File: src/rtl/dptr_pkg.sv
package dptr_pkg;
  parameter int PTR_W  = 16;
  parameter int DATA_W = 8;
  parameter int SFR_AW = 8;

  parameter logic [SFR_AW-1:0] A_PLO  = 8'h82;
  parameter logic [SFR_AW-1:0] A_PHI  = 8'h83;
  parameter logic [SFR_AW-1:0] A_CTRL = 8'hA2;

  parameter int SEL_BIT  = 0;
  parameter int ZERO_BIT = 2;

  typedef enum logic [1:0] {
    SFR_NONE,
    SFR_PLO,
    SFR_PHI,
    SFR_CTRL
  } sfr_tgt_e;
endpackage

File: src/rtl/dptr_slot.sv
module dptr_slot #(
  parameter int PTR_W  = 16,
  parameter int DATA_W = 8
) (
  input  logic              clk,
  input  logic              rst_n,
  input  logic              active,
  input  logic              cmd_inc,
  input  logic              cmd_load,
  input  logic [PTR_W-1:0]  cmd_imm,
  input  logic              wr_lo,
  input  logic              wr_hi,
  input  logic [DATA_W-1:0] wdata,
  output logic [PTR_W-1:0]  val
);
  localparam int HI_W = PTR_W - DATA_W;
  localparam logic [PTR_W-1:0] ONE = {{(PTR_W-1){1'b0}}, 1'b1};

  always_ff @(posedge clk) begin
    if (!rst_n) begin
      val <= '0;
    end else if (active) begin
      if (cmd_load) begin
        val <= cmd_imm;
      end else if (cmd_inc) begin
        val <= val + ONE;
      end else begin
        if (wr_lo) val[DATA_W-1:0]     <= wdata;
        if (wr_hi) val[PTR_W-1:DATA_W] <= wdata[HI_W-1:0];
      end
    end
  end
endmodule

File: src/rtl/dptr_ctrl_reg.sv
module dptr_ctrl_reg #(
  parameter int DATA_W   = 8,
  parameter int SEL_BIT  = 0,
  parameter int ZERO_BIT = 2
) (
  input  logic              clk,
  input  logic              rst_n,
  input  logic              wr,
  input  logic [DATA_W-1:0] wdata,
  output logic [DATA_W-1:0] q,
  output logic              sel
);
  localparam logic [DATA_W-1:0] WMASK = ~(DATA_W'(1) << ZERO_BIT);

  always_ff @(posedge clk) begin
    if (!rst_n)  q <= '0;
    else if (wr) q <= wdata & WMASK;
  end

  assign sel = q[SEL_BIT];
endmodule

File: src/rtl/dptr_addr_gen.sv
module dptr_addr_gen #(
  parameter int PTR_W  = 16,
  parameter int DATA_W = 8
) (
  input  logic [PTR_W-1:0]  ptr,
  input  logic [DATA_W-1:0] acc,
  input  logic              idx_mode,
  output logic [PTR_W-1:0]  addr
);
  logic [PTR_W-1:0] off;

  assign off  = idx_mode ? {{(PTR_W-DATA_W){1'b0}}, acc} : '0;
  assign addr = ptr + off;
endmodule

File: src/rtl/dual_ptr_unit.sv
module dual_ptr_unit
  import dptr_pkg::*;
#(
  parameter int PW = PTR_W,
  parameter int DW = DATA_W,
  parameter int AW = SFR_AW
) (
  input  logic          clk,
  input  logic          rst_n,
  input  logic [AW-1:0] sfr_addr,
  input  logic          sfr_wr,
  input  logic [DW-1:0] sfr_wdata,
  output logic [DW-1:0] sfr_rdata,
  input  logic          cmd_inc,
  input  logic          cmd_load,
  input  logic [PW-1:0] cmd_imm,
  input  logic [DW-1:0] acc,
  input  logic          idx_mode,
  output logic [PW-1:0] addr_out
);
  localparam int NSLOT = 2;
  localparam int HI_W  = PW - DW;

  sfr_tgt_e      tgt;
  logic [DW-1:0] ctrl_q;
  logic          sel_q;
  logic [PW-1:0] ptr_val [NSLOT];
  logic [PW-1:0] act_ptr;

  always_comb begin
    unique case (sfr_addr)
      A_PLO:   tgt = SFR_PLO;
      A_PHI:   tgt = SFR_PHI;
      A_CTRL:  tgt = SFR_CTRL;
      default: tgt = SFR_NONE;
    endcase
  end

  dptr_ctrl_reg #(.DATA_W(DW), .SEL_BIT(SEL_BIT), .ZERO_BIT(ZERO_BIT)) u_ctrl (
    .clk   (clk),
    .rst_n (rst_n),
    .wr    (sfr_wr && (tgt == SFR_CTRL)),
    .wdata (sfr_wdata),
    .q     (ctrl_q),
    .sel   (sel_q)
  );

  for (genvar i = 0; i < NSLOT; i++) begin : g_slot
    dptr_slot #(.PTR_W(PW), .DATA_W(DW)) u_slot (
      .clk      (clk),
      .rst_n    (rst_n),
      .active   (sel_q == 1'(i)),
      .cmd_inc  (cmd_inc),
      .cmd_load (cmd_load),
      .cmd_imm  (cmd_imm),
      .wr_lo    (sfr_wr && (tgt == SFR_PLO)),
      .wr_hi    (sfr_wr && (tgt == SFR_PHI)),
      .wdata    (sfr_wdata),
      .val      (ptr_val[i])
    );
  end

  assign act_ptr = ptr_val[sel_q];

  dptr_addr_gen #(.PTR_W(PW), .DATA_W(DW)) u_agen (
    .ptr      (act_ptr),
    .acc      (acc),
    .idx_mode (idx_mode),
    .addr     (addr_out)
  );

  always_comb begin
    sfr_rdata = '0;
    case (tgt)
      SFR_PLO:  sfr_rdata = act_ptr[DW-1:0];
      SFR_PHI:  sfr_rdata[HI_W-1:0] = act_ptr[PW-1:DW];
      SFR_CTRL: sfr_rdata = ctrl_q;
      default:  sfr_rdata = '0;
    endcase
  end
endmodule

File: config.mk
export PLATFORM = sky130hd
export DESIGN_NAME = dual_ptr_unit
export DESIGN_NICKNAME = d
export VERILOG_FILES = /design/src/rtl/dptr_pkg.sv /design/src/rtl/dptr_slot.sv /design/src/rtl/dptr_ctrl_reg.sv /design/src/rtl/dptr_addr_gen.sv /design/src/rtl/dual_ptr_unit.sv
export SDC_FILE = /design/constraint.sdc
export NUM_CORES = 1
export LEC_CHECK = 0
export BUFFER_PORTS_ARGS = -buffer_cell sky130_fd_sc_hd__clkbuf_2
export CORE_ASPECT_RATIO = 1.5
export CORE_UTILIZATION = 51
export CTS_CLUSTER_DIAMETER = 40
export CTS_CLUSTER_SIZE = 24
export DETAILED_ROUTE_END_ITERATION = 10
export PLACE_DENSITY = 0.77
export SLEW_MARGIN = 0
export SYNTH_ARGS = -nofsm -noshare
export SYNTH_HDL_FRONTEND = slang
export SYNTH_SLANG_ARGS = --single-unit
File: constraint.sdc
create_clock -name clk -period 3.55 [get_ports clk]
set_input_delay 0.8875 -clock clk [delete_from_list [all_inputs] [get_ports clk]]
set_output_delay 0.8875 -clock clk [all_outputs]
set_load 0.01 [all_outputs]
==> metrics.cfg, run 1 <==
[finish]
fillers = 583
diodes = 0
area_growth_pct = 21.5
fin_cells = 589
drive_gt1_share_pct = 26.1
num-nets-final = 571

[hold_path]
min_path_type = reg2reg
hold_path_depth = 2

[global_routing]
overflow = 0
grt_usage_pct = 34.3
antenna_found_initial = 0
grt_pass1_vias = 3742
grt_pass1_wl_mm = 17.8
grt_max_degree = 41

[synth]
yosysWarnings = 0
synth_nets = 496
synth-edff-count = 0
synth_area_per_cell_um2 = 7.76
ys_types = 62
yosysSeqAreaShare_pct = 22.9
syn_inst = 439
ys_ff_latch = 39
netlist_area_mm2 = 0.00341
synth_ff_type = dfxtp_1
async_flop_share_pct = 0

[floorplanning]
start_util_pct = 52.5
die_x_um = 68.7
ios = 70
die_height_um = 102
core_area_mm2 = 0.00649
dieArea_mm2 = 0.00702
fp-row-count = 36

[place]
numPortBuffers = 69
place_inst = 580
dp_slack_ns = -0.282
gp_congestion = 0.984
place_hpwl_mm = 8.50

[clock_network]
clock_path_buffers = 2
clkLatencyLatePin_ns = 0.31
cts_tree = built
cts-root-buf = clkbuf_8
cts_inserted_buffers = 5
cts.sinks = 39
cts_htree_levels = 2
clk_pin_slew_worst_paths_ns = 0.08

[timing]
setup_tns_ns = -0.375
skew_ns = 0.00705
tightest_slew_ns = 0.850
setup_ws_ns = -0.109
setup_viol = 5
finalCritPeriodShare_pct = 103
period_minus_slack_ns = 3.66
max_freq_ghz = 0.273
rsz0062_at_grt = true
finalHoldViolCount = 0
slew_headroom_pct = 43.1
slew_viol_final = 0

[route]
drc = 0
post_drt_wl_per_cell_um = 19.3
vias = 3815
dr.pass1.iters = 5
wirelength_mm = 11.4
avgViaCountPerCell = 6.48
first_iter_violations = 444
drtAntennaViolNets = 0

[worst_setup_path]
reg2regPathDepth = 6
max_stage_delay_ns = 0.38
crit_path_start_kind = primary input
cp_num_cells = 11
arrival_ns = 2.77
cp-end-kind = output pin
path_cells = buf_8 > and2_4 > ha_4 > fa_2 > a211oi_4 > nor2_4 > buf_12 > o21ai_4 > buf_6 > xor2_1 > buf_2
critPathKind = in2out
crit_required_ns = 2.66
crit_family = adder cells
crit_buf_inv = 4
crit_path_max_fanout = 8
crit_path_top_delay_cell = fa_2

[power]
ir_drop_uv = 136
p_leak_nw = 1.74
powerDensity_mw_per_mm2 = 270

[job]
maxCapViolCount = 0

[status]
status = complete, but fails checks
violations = negative setup slack

[cell families (layout without fill, tap and decap cells)]
kind of cell	count (synthesis)	count (layout)	share of synthesized area [%]
AO/OA/AOI/OAI	156	156	32.3
XOR/XNOR	23	23	5.91
adder cells (fa/ha/maj)	11	11	4.26
buffers and inverters	29	103	3.89
flip-flops	39	39	22.9
multiplexers	25	25	7.64
AND/OR/NAND/NOR	156	156	23.1
[layout make-up]
cell class	instances	area, um2	area share (%)
multi-input cells	371	2620	63.2
flip-flops and latches	39	785	18.9
clock buffers	6	72.6	1.75
well taps	76	95.1	2.30
inverters	7	26.3	0.635
repair buffers	90	546	13.2
[power by group]
group	internal (W)	switching, W	total (W)
clock	0.000131	0.000164	0.000296
combinational	0.000149	0.000197	0.000347
sequential	0.000452	0.0000223	0.000474
total	0.000733	0.000384	0.00112
[layer usage]
layer	global-route usage [%]	routed length [um]
met1	36.6	4120
met2	58.8	5610
met3	6.14	831
met4	24.6	830
met5	0	0
[final timing paths]
check / endpoint / from / slack (ns)
worst min register to register: g_slot[1].u_slot.val[12] / g_slot[1].u_slot.val[12] / 0.50
worst min-delay path: g_slot[1].u_slot.val[12] / g_slot[1].u_slot.val[12] / 0.50
worst max-delay path: addr_out[8] / idx_mode / -0.11
worst max register to register: g_slot[1].u_slot.val[7] / u_ctrl.q[0] / 1.47
[synth_stat cells, types with 5 or more instances]
cell type | n | area [um2]
clkbuf_1 | 11 | 41.3
xor2_1 | 5 | 43.8
xnor2_1 | 18 | 158
and2_1 | 8 | 50.1
a31oi_1 | 8 | 50.1
a21o_1 | 6 | 45.0
nor4_1 | 7 | 43.8
o21ai_0 | 30 | 150
nand4_1 | 6 | 37.5
nand2b_1 | 5 | 31.3
o211ai_1 | 11 | 82.6
nand2_1 | 40 | 150
mux2_2 | 8 | 90.1
mux2i_1 | 17 | 170
nand3_1 | 17 | 85.1
inv_1 | 7 | 26.3
nor2b_1 | 10 | 62.6
nor2_1 | 38 | 143
nor3_1 | 9 | 45.0
ha_1 | 10 | 125
a21oi_1 | 41 | 205
o31a_1 | 6 | 52.6
a211oi_1 | 7 | 52.6
dfxtp_1 | 39 | 781
[cells in the final DEF (no fill, tap or decap), types with 8 or more instances in the layout]
cell / netlist / layout
a31oi_1: 8 / 8
nand3_1: 17 / 17
a21oi_1: 41 / 40
nor3_1: 9 / 9
dfxtp_1: 39 / 38
o211ai_1: 11 / 11
clkbuf_2: 0 / 61
o21ai_0: 30 / 29
nand2_1: 40 / 40
nor2_1: 38 / 35
xnor2_1: 18 / 18
buf_4: 1 / 17
nor2b_1: 10 / 10
mux2i_1: 17 / 17
[timing repair]
| action | in CTS | in global routing |
|---|---|---|
| setup buffers | 1 | 2 |
| hold buffers | 0 | 0 |
| gates resized for setup | 18 | 22 |
| setup endpoints to repair | 11 | 10 |
| pin swaps | 9 | 6 |
[sequential cells by signal, indices dropped and copies added, names as in the netlist]
name               cells
g_slot.u_slot.val     32
u_ctrl.q               7
[worst register-to-register path, delay by kind of cell, from the launching register on]
| family | cells | cell delay [ns] |
|---|---|---|
| AO/OA/AOI/OAI | 2 | 0.93 |
| buffers and inverters | 1 | 0.26 |
| flip-flops | 1 | 0.38 |
| AND/OR/NAND/NOR | 3 | 0.41 |
[through the flow]
| step | total power, W | util, % | instance area (um2) | hold slack (ns) |
|---|---|---|---|---|
| finish | 0.00112 | 63.8 | 4140 | 0.495 |
| global route | 0.00116 | 63.8 | 4140 | 0.520 |
| CTS | 0.00109 | 62.3 | 4040 | 0.496 |
| detailed placement | 0.000799 | 59.8 | 3880 | 0.484 |
| global placement | 0.000793 | 59.8 | 3880 | 0.479 |
| floorplan | 0.000679 | - | 3410 | 0.458 |
No activity file was read; power rests on OpenSTA's default activity.
==> run 2, diff against run 1 <==
--- a/config.mk
+++ b/config.mk
@@ -7,11 +7,11 @@
 export LEC_CHECK = 0
 export BUFFER_PORTS_ARGS = -buffer_cell sky130_fd_sc_hd__clkbuf_2
 export CORE_ASPECT_RATIO = 1.5
-export CORE_UTILIZATION = 51
+export CORE_UTILIZATION = 47
 export CTS_CLUSTER_DIAMETER = 40
 export CTS_CLUSTER_SIZE = 24
 export DETAILED_ROUTE_END_ITERATION = 10
-export PLACE_DENSITY = 0.77
+export PLACE_DENSITY = 0.69
 export SLEW_MARGIN = 0
 export SYNTH_ARGS = -nofsm -noshare
 export SYNTH_HDL_FRONTEND = slang
==> constraint.sdc (replaced) <==
create_clock -name clk -period 4 [get_ports clk]
set_input_delay 1 -clock clk [delete_from_list [all_inputs] [get_ports clk]]
set_output_delay 1 -clock clk [all_outputs]
set_load 0.01 [all_outputs]
==> run 2 against run 1 <==
Against the previous run: the flow now finishes without violations; critical path depth is 1 lower; first-iteration DRC count is 39% lower; worst hold slack better by 0.0068 ns; sequential share of layout area is 1.0 points higher; register-to-register slack better by 0.24 ns; clock-buffer cell count is 1 higher; sequential cell count stayed put; die area is 8.3% higher; clock skew is 0.0013 ns higher; sequential power is 11% lower; global-route usage is 4.2 points lower; setup slack better by 0.24 ns; critical path type unchanged; critical endpoint unchanged.
==> metrics.cfg, run 2 (synthesis results as in run 1) <==
[power]
total_power_w = 0.000973  ; -13%
p_clk_share_pct = 27.9  ; +1.4 points
seqPwrFrac_pct = 43.4  ; +0.9 points
swShare_pct = 34.2  ; -0.23 points
ir_drop_uv = 109  ; -20%
switchingPower_w = 0.000332  ; -13%
p_leak_nw = 1.65  ; -5.2%
p_comb_share_pct = 28.6  ; -2.5 points
internal_power_w = 0.000641  ; -13%
powerDensity_mw_per_mm2 = 249  ; -7.8%

[global_routing]
grt_usage_pct = 30.1  ; -4.2 points
grt_max_degree = 41  ; unchanged
overflow = 0  ; unchanged
grt_pass1_vias = 3543  ; -5.3%
grt_pass1_wl_mm = 17.4  ; -2.4%
antenna_found_initial = 0  ; unchanged

[floorplanning]
ios = 70  ; unchanged
fp-row-count = 37  ; +2.8%
die_height_um = 106  ; +4.1%
core_area_mm2 = 0.00694  ; +7.1%
die_x_um = 71.5  ; +4.1%
start_util_pct = 49.1  ; -3.5 points
dieArea_mm2 = 0.00760  ; +8.3%

[worst_setup_path]
crit_required_ns = 3.00  ; +0.34 ns
cp-end-kind = output pin
crit_path_max_fanout = 8  ; unchanged
rrSetupSlack_ns = 1.71  ; +0.24 ns
critPathKind = in2out
crit_path_start_kind = primary input
arrival_ns = 2.87  ; +0.10 ns

[place]
place_hpwl_mm = 8.65  ; +1.7%
numPortBuffers = 69  ; unchanged
gp_congestion = 0.982  ; -0.18%
dp_slack_ns = -0.0261  ; +0.256 ns
place_inst = 573  ; -1.2%

[clock_network]
ctsHoldBuffers = 0  ; unchanged
clock_path_buffers = 2  ; unchanged
cts_tree = built
cts_inserted_buffers = 5  ; unchanged
clk_pin_slew_worst_paths_ns = 0.08  ; about the same
clkLatencyLatePin_ns = 0.31  ; about the same
post-cts-setup-buffer-count = 0  ; -1
cts-root-buf = clkbuf_8
cts_htree_levels = 2  ; unchanged
cts.sinks = 39  ; unchanged

[route]
drc = 0  ; unchanged
drtAntennaViolNets = 0  ; unchanged
wl_met1_mm = 4.19  ; +1.6%
wl_met2_mm = 5.70  ; +1.7%
route.met3.wl_um = 695  ; -16%
avgViaCountPerCell = 6.36  ; -1.9%
vias = 3693  ; -3.2%
dr.pass1.iters = 5  ; unchanged
first_iter_violations = 273  ; -39%
wirelength_mm = 11.1  ; -2.5%
highest_layer = met4
post_drt_wl_per_cell_um = 19.1  ; -1.1%

[timing]
max_freq_ghz = 0.259
holdWs_ns = 0.502  ; +0.00676 ns
slew_viol_final = 0  ; unchanged
tightest_slew_ns = 0.948  ; +0.0972 ns
period_minus_slack_ns = 3.87
finalCritPeriodShare_pct = 96.6
slew_headroom_pct = 36.6  ; -6.5 points
setup_ws_ns = 0.135  ; +0.244 ns
rsz0062_at_grt = false
finalHoldViolCount = 0  ; unchanged
setup_viol = 0  ; -5
skew_ns = 0.00836  ; +0.00130 ns

[finish]
post-route-util_pct = 56.3  ; -7.5 points
reg_top3 = g_slot.u_slot.val x32, u_ctrl.q x7
fin_cells = 581  ; -1.4%
layout_commonest_cell = clkbuf_2
num-nets-final = 559  ; -2.1%
layout_common_cells = clkbuf_2 (69), nand2_1 (40), a21oi_1 (40), dfxtp_1 (38), nor2_1 (37)
largest_reg_flops = 32  ; unchanged
diodes = 0  ; unchanged
top_register = g_slot.u_slot.val
drive_gt1_share_pct = 22.5  ; -3.7 points
area_growth_pct = 14.8

[status]
status = completed

[job]
maxCapViolCount = 0  ; unchanged

[hold_path]
min_path_type = reg2reg

==> run 2: metrics by stage <==
step | setup TNS [ns] | instance area, um2
2_1_floorplan | 0 | 3410
3_3_place_gp | 0 | 3810
3_5_place_dp | -0.0493 | 3810
4_1_cts | 0 | 3900
5_1_grt | 0 | 3910
6_report | 0 | 3910
==> run 2: power by group through the flow <==
stage	combinational (W)	clock [W]	sequential (W)
final	0.000279	0.000272	0.000423
after global routing	0.000304	0.000288	0.000424
after CTS	0.000275	0.000269	0.000422
after detailed placement	0.000273	0	0.000431
after global placement	0.000270	0	0.000430
after floorplan	0.000178	0	0.000425
==> run 2: worst max-delay path, cell delays in order <==
cell,delay [ns]
clkbuf_2,0.13
and2_1,0.15
ha_1,0.22
fa_2,0.36
a211oi_2,0.26
nor2_2,0.10
o21ai_2,0.22
buf_4,0.15
xor2_1,0.13
clkbuf_2,0.15
==> run 2: metal layers <==
metal	vias up	global-route usage (%)
li1	1767	-
met3	38	3.79
met1	1721	32.8
met4	0	18.1
met2	167	54.6
met5	-	0
==> run 2: timing repair <==
action	in CTS	in global routing
endpoints found under the setup margin	4	8
gates resized for setup	2	4
pin swaps	0	1
==> run 2: worst paths after layout <==
check	cells past startpoint	to	start
setup / recovery	10	addr_out[8]	idx_mode
hold / removal	2	g_slot[1].u_slot.val[12]	g_slot[1].u_slot.val[12]
setup reg to reg	6	g_slot[0].u_slot.val[6]	u_ctrl.q[0]
hold reg to reg	2	g_slot[1].u_slot.val[12]	g_slot[1].u_slot.val[12]
==> run 2: layout make-up <==
class                           instances  area, um2
Multi-Input combinational cell        371       2510
Inverter                                7       26.3
Sequential cell                        39        782
Clock inverter                          1       5.00
Fill cell                             684       3030
Timing Repair Buffer                   78        413
Tap cell                               78       97.6
Clock buffer                            7       76.3
==> run 3, diff against run 2 <==
--- a/config.mk
+++ b/config.mk
@@ -5,14 +5,16 @@
 export SDC_FILE = /design/constraint.sdc
 export NUM_CORES = 1
 export LEC_CHECK = 0
+export ABC_AREA = 1
 export BUFFER_PORTS_ARGS = -buffer_cell sky130_fd_sc_hd__clkbuf_2
 export CORE_ASPECT_RATIO = 1.5
 export CORE_UTILIZATION = 47
 export CTS_CLUSTER_DIAMETER = 40
 export CTS_CLUSTER_SIZE = 24
 export DETAILED_ROUTE_END_ITERATION = 10
-export PLACE_DENSITY = 0.69
+export PLACE_DENSITY = 0.68
 export SLEW_MARGIN = 0
 export SYNTH_ARGS = -nofsm -noshare
 export SYNTH_HDL_FRONTEND = slang
+export SYNTH_HIERARCHICAL = 1
 export SYNTH_SLANG_ARGS = --single-unit
==> run 3 against run 2 <==
Against the previous run: non-clock buffer count decreased by 8; core utilization is 1.7 points lower; sequential cell count unchanged; critical path type unchanged; largest power group is now clock.
==> metrics.cfg, run 3 <==
[job]
maxCapViolCount = 0  ; unchanged

[finish]
regArea_um2 = 781  ; -0.16%
fin_area_mm2 = 0.00462  ; +18%
largest_reg_flops = 32  ; unchanged
top_register = g_slot.u_slot/val
multi_input_area_mm2 = 0.00285  ; +13%
drive_gt1_share_pct = 19.9  ; -2.5 points
diodes = 0  ; unchanged
fillers = 901  ; +32%
layout_common_cells = nand2_1 (233), nor2_1 (82), inv_1 (69), clkbuf_2 (69), nand3_1 (63)
area_growth_pct = 12.4
reg_top3 = g_slot.u_slot/val x32, u_ctrl/q x7
num-nets-final = 828  ; +48%
fin_cells = 879  ; +51%
layout_commonest_cell = nand2_1

[global_routing]
antenna_found_initial = 0  ; unchanged
grt_pass1_vias = 4352  ; +23%
grt_pass1_wl_mm = 20.5  ; +18%
grt_max_degree = 31  ; -24%
grt_usage_pct = 29.4  ; -0.76 points
overflow = 0  ; unchanged

[synth]
synth-edff-count = 0  ; unchanged
yosysWarnings = 6  ; +6
synth_area_per_cell_um2 = 5.76  ; -26%
synth_common_cells = nand2_1 (233), nor2_1 (82), inv_1 (69), nand3_1 (63), a21oi_1 (53)
synth_top_area_share_pct = 21.3  ; -1.6 points
synth.most_common_cell = nand2_1
synth_top_area_cell = nand2_1
yosysSeqAreaShare_pct = 19.0  ; -3.9 points
ys_ff_latch = 39  ; unchanged
ys_types = 41  ; -34%
netlist_area_mm2 = 0.00411  ; +21%
synth_nets = 771  ; +55%
synth_ff_type = dfxtp_1
async_flop_share_pct = 0  ; unchanged
syn_inst = 714  ; +63%
synthTopCellsByArea = nand2_1 (21%), dfxtp_1 (19%), nand3_1 (7.7%), nor2_1 (7.5%), a21oi_1 (6.4%)

[worst_setup_path]
critPathKind = in2out
cp-end-kind = output pin
crit_path_max_fanout = 8  ; unchanged
r2r_start = g_slot[0].u_slot/val[0]
path_common_cell = nand2_1
reg2regPathDepth = 10  ; +4
path_cells = clkbuf_2 > nand2_1 > inv_1 > ha_1 > fa_1 > nand2_1 > nand2_1 > nand3b_1 > nand2_1 > nand2_1 > nand2_1 > nand2_1 > nand2_1 > clkbuf_2
crit_path_start_kind = primary input
crit_family = simple AND/OR/NAND/NOR gates
rr_endpoint = g_slot[0].u_slot/val[10]
crit_buf_inv = 3  ; unchanged
crit_required_ns = 3.00  ; about the same
rrSetupSlack_ns = 2.28  ; +0.57 ns
arrival_ns = 2.60  ; -0.27 ns
max_stage_delay_ns = 0.41  ; +0.05 ns
crit_path_top_delay_cell = fa_1

[status]
status = completed

[clock_network]
clock_path_buffers = 2  ; unchanged
cts_tree = built
cts_inserted_buffers = 5  ; unchanged
clk_pin_slew_worst_paths_ns = 0.07  ; about the same
ctsHoldBuffers = 0  ; unchanged
post-cts-setup-buffer-count = 0  ; unchanged
cts_resized = 0  ; -2
clkLatencyLatePin_ns = 0.29  ; -0.02 ns
cts-root-buf = clkbuf_16
cts.sinks = 39  ; unchanged
cts_htree_levels = 2  ; unchanged

[place]
gp_congestion = 0.931  ; -5.2%
place_inst = 871  ; +52%
place_hpwl_mm = 10.3  ; +19%
numPortBuffers = 69  ; unchanged
dpl_cell_area_mm2 = 0.00443  ; +16%

[power]
p_leak_nw = 2.25  ; +37%
ir_drop_uv = 394  ; +260%
powerDensity_mw_per_mm2 = 269  ; +8.2%

[timing]
rsz0062_at_grt = false
finalHoldViolCount = 0  ; unchanged
slew_headroom_pct = 47.0  ; +10 points
tightest_slew_ns = 0.792  ; -0.156 ns
period_minus_slack_ns = 3.60  ; -0.268 ns
finalCritPeriodShare_pct = 89.9  ; -6.7 points
max_freq_ghz = 0.278  ; +7.4%
setup_viol = 0  ; unchanged
slew_viol_final = 0  ; unchanged
setup_tns_ns = 0  ; unchanged
skew_ns = 0.00500  ; -0.00336 ns

[route]
vias = 4646  ; +26%
first_iter_violations = 207  ; -24%
avgViaCountPerCell = 5.29  ; -17%
wirelength_mm = 12.9  ; +16%
dr.pass1.iters = 5  ; unchanged
drc = 0  ; unchanged
post_drt_wl_per_cell_um = 14.6  ; -24%
drtAntennaViolNets = 0  ; unchanged

[floorplanning]
start_util_pct = 48.6  ; -0.49 points
ios = 70  ; unchanged
die_height_um = 117  ; +9.7%
fp-row-count = 41  ; +11%
die_x_um = 78.4  ; +9.6%
core_area_mm2 = 0.00846  ; +22%
dieArea_mm2 = 0.00914  ; +20%

[hold_path]
hp-start = u_ctrl/q[3]
min_path_type = reg2reg
hold_path_depth = 2  ; unchanged
holdPathEnd = u_ctrl/q[3]

[run 3: cell count changes after synthesis, sizes merged, moves of 10 or more]
| cell | delta |
|---|---|
| clkbuf | -10 |
| a21oi | +20 |
| xnor2 | -18 |
| nor2b | -10 |
| nor2 | +60 |
| nand3 | +48 |
| o211ai | -10 |
| inv | +71 |
| mux2i | -17 |
| nand2 | +220 |
[run 3: stage by stage]
step	hold slack [ns]	setup slack [ns]	power, W	util, %
floorplan	0.450	0.568	0.000619	-
global placement	0.463	0.458	0.000711	52.3
detailed placement	0.469	0.388	0.000716	52.3
CTS	0.478	0.385	0.00125	54.6
global route	0.506	0.220	0.00130	54.6
finish	0.478	0.403	0.00124	54.6
[run 3: cell families (layout without fill, tap and decap cells)]
logic type,after synthesis,in the layout,share of synthesized area [%]
buf+inv,98,156,11.8
xor+xnor,7,7,1.49
fa+ha+maj,11,11,3.53
simple gates,444,444,47.1
compound gates,114,114,17.0
flops,39,39,19.0
other cells,1,1,0.0912
[run 3: area by class of cell]
class,instances,share of cell area [%]
multi-input combinational,577,61.6
sequential,39,16.9
timing repair buffer,70,7.63
inverter,78,6.82
tap,107,2.90
clock buffer,5,2.71
clock inverter,3,1.46
[run 3: worst min-delay path, stage by stage, from the launching register on]
cell	delay [ns]
dfxtp_1	0.31
nor2_1	0.08
nor2_1	0.05
[run 3: power by group]
| group | switching, W | leakage (nW) | internal [W] |
|---|---|---|---|
| logic | 0.000186 | 1.84 | 0.000102 |
| clock network | 0.000177 | 0.0900 | 0.000358 |
| registers | 0.0000197 | 0.318 | 0.000402 |
[run 3: worst max-delay path by stage]
| stage | from | slack (ns) | cells past startpoint | endpoint |
|---|---|---|---|---|
| final | idx_mode | 0.40 | 14 | addr_out[10] |
| after global routing | idx_mode | 0.22 | 14 | addr_out[10] |
| after CTS | idx_mode | 0.39 | 14 | addr_out[10] |
| after detailed placement | idx_mode | 0.39 | 14 | addr_out[10] |
| after global placement | idx_mode | 0.46 | 13 | addr_out[10] |
| after floorplan | idx_mode | 0.57 | 11 | addr_out[8] |
[run 3: metal layers]
| metal | GRT usage, % | part of all wire [%] | wire length [um] | up-vias |
|---|---|---|---|---|
| met5 | 0 | 0 | 0 | - |
| met4 | 19.0 | 4.8 | 618 | 0 |
| met3 | 3.28 | 4.6 | 595 | 34 |
| met2 | 55.6 | 52 | 6710 | 153 |
| met1 | 30.4 | 38 | 4930 | 2066 |
| li1 | - | - | - | 2393 |
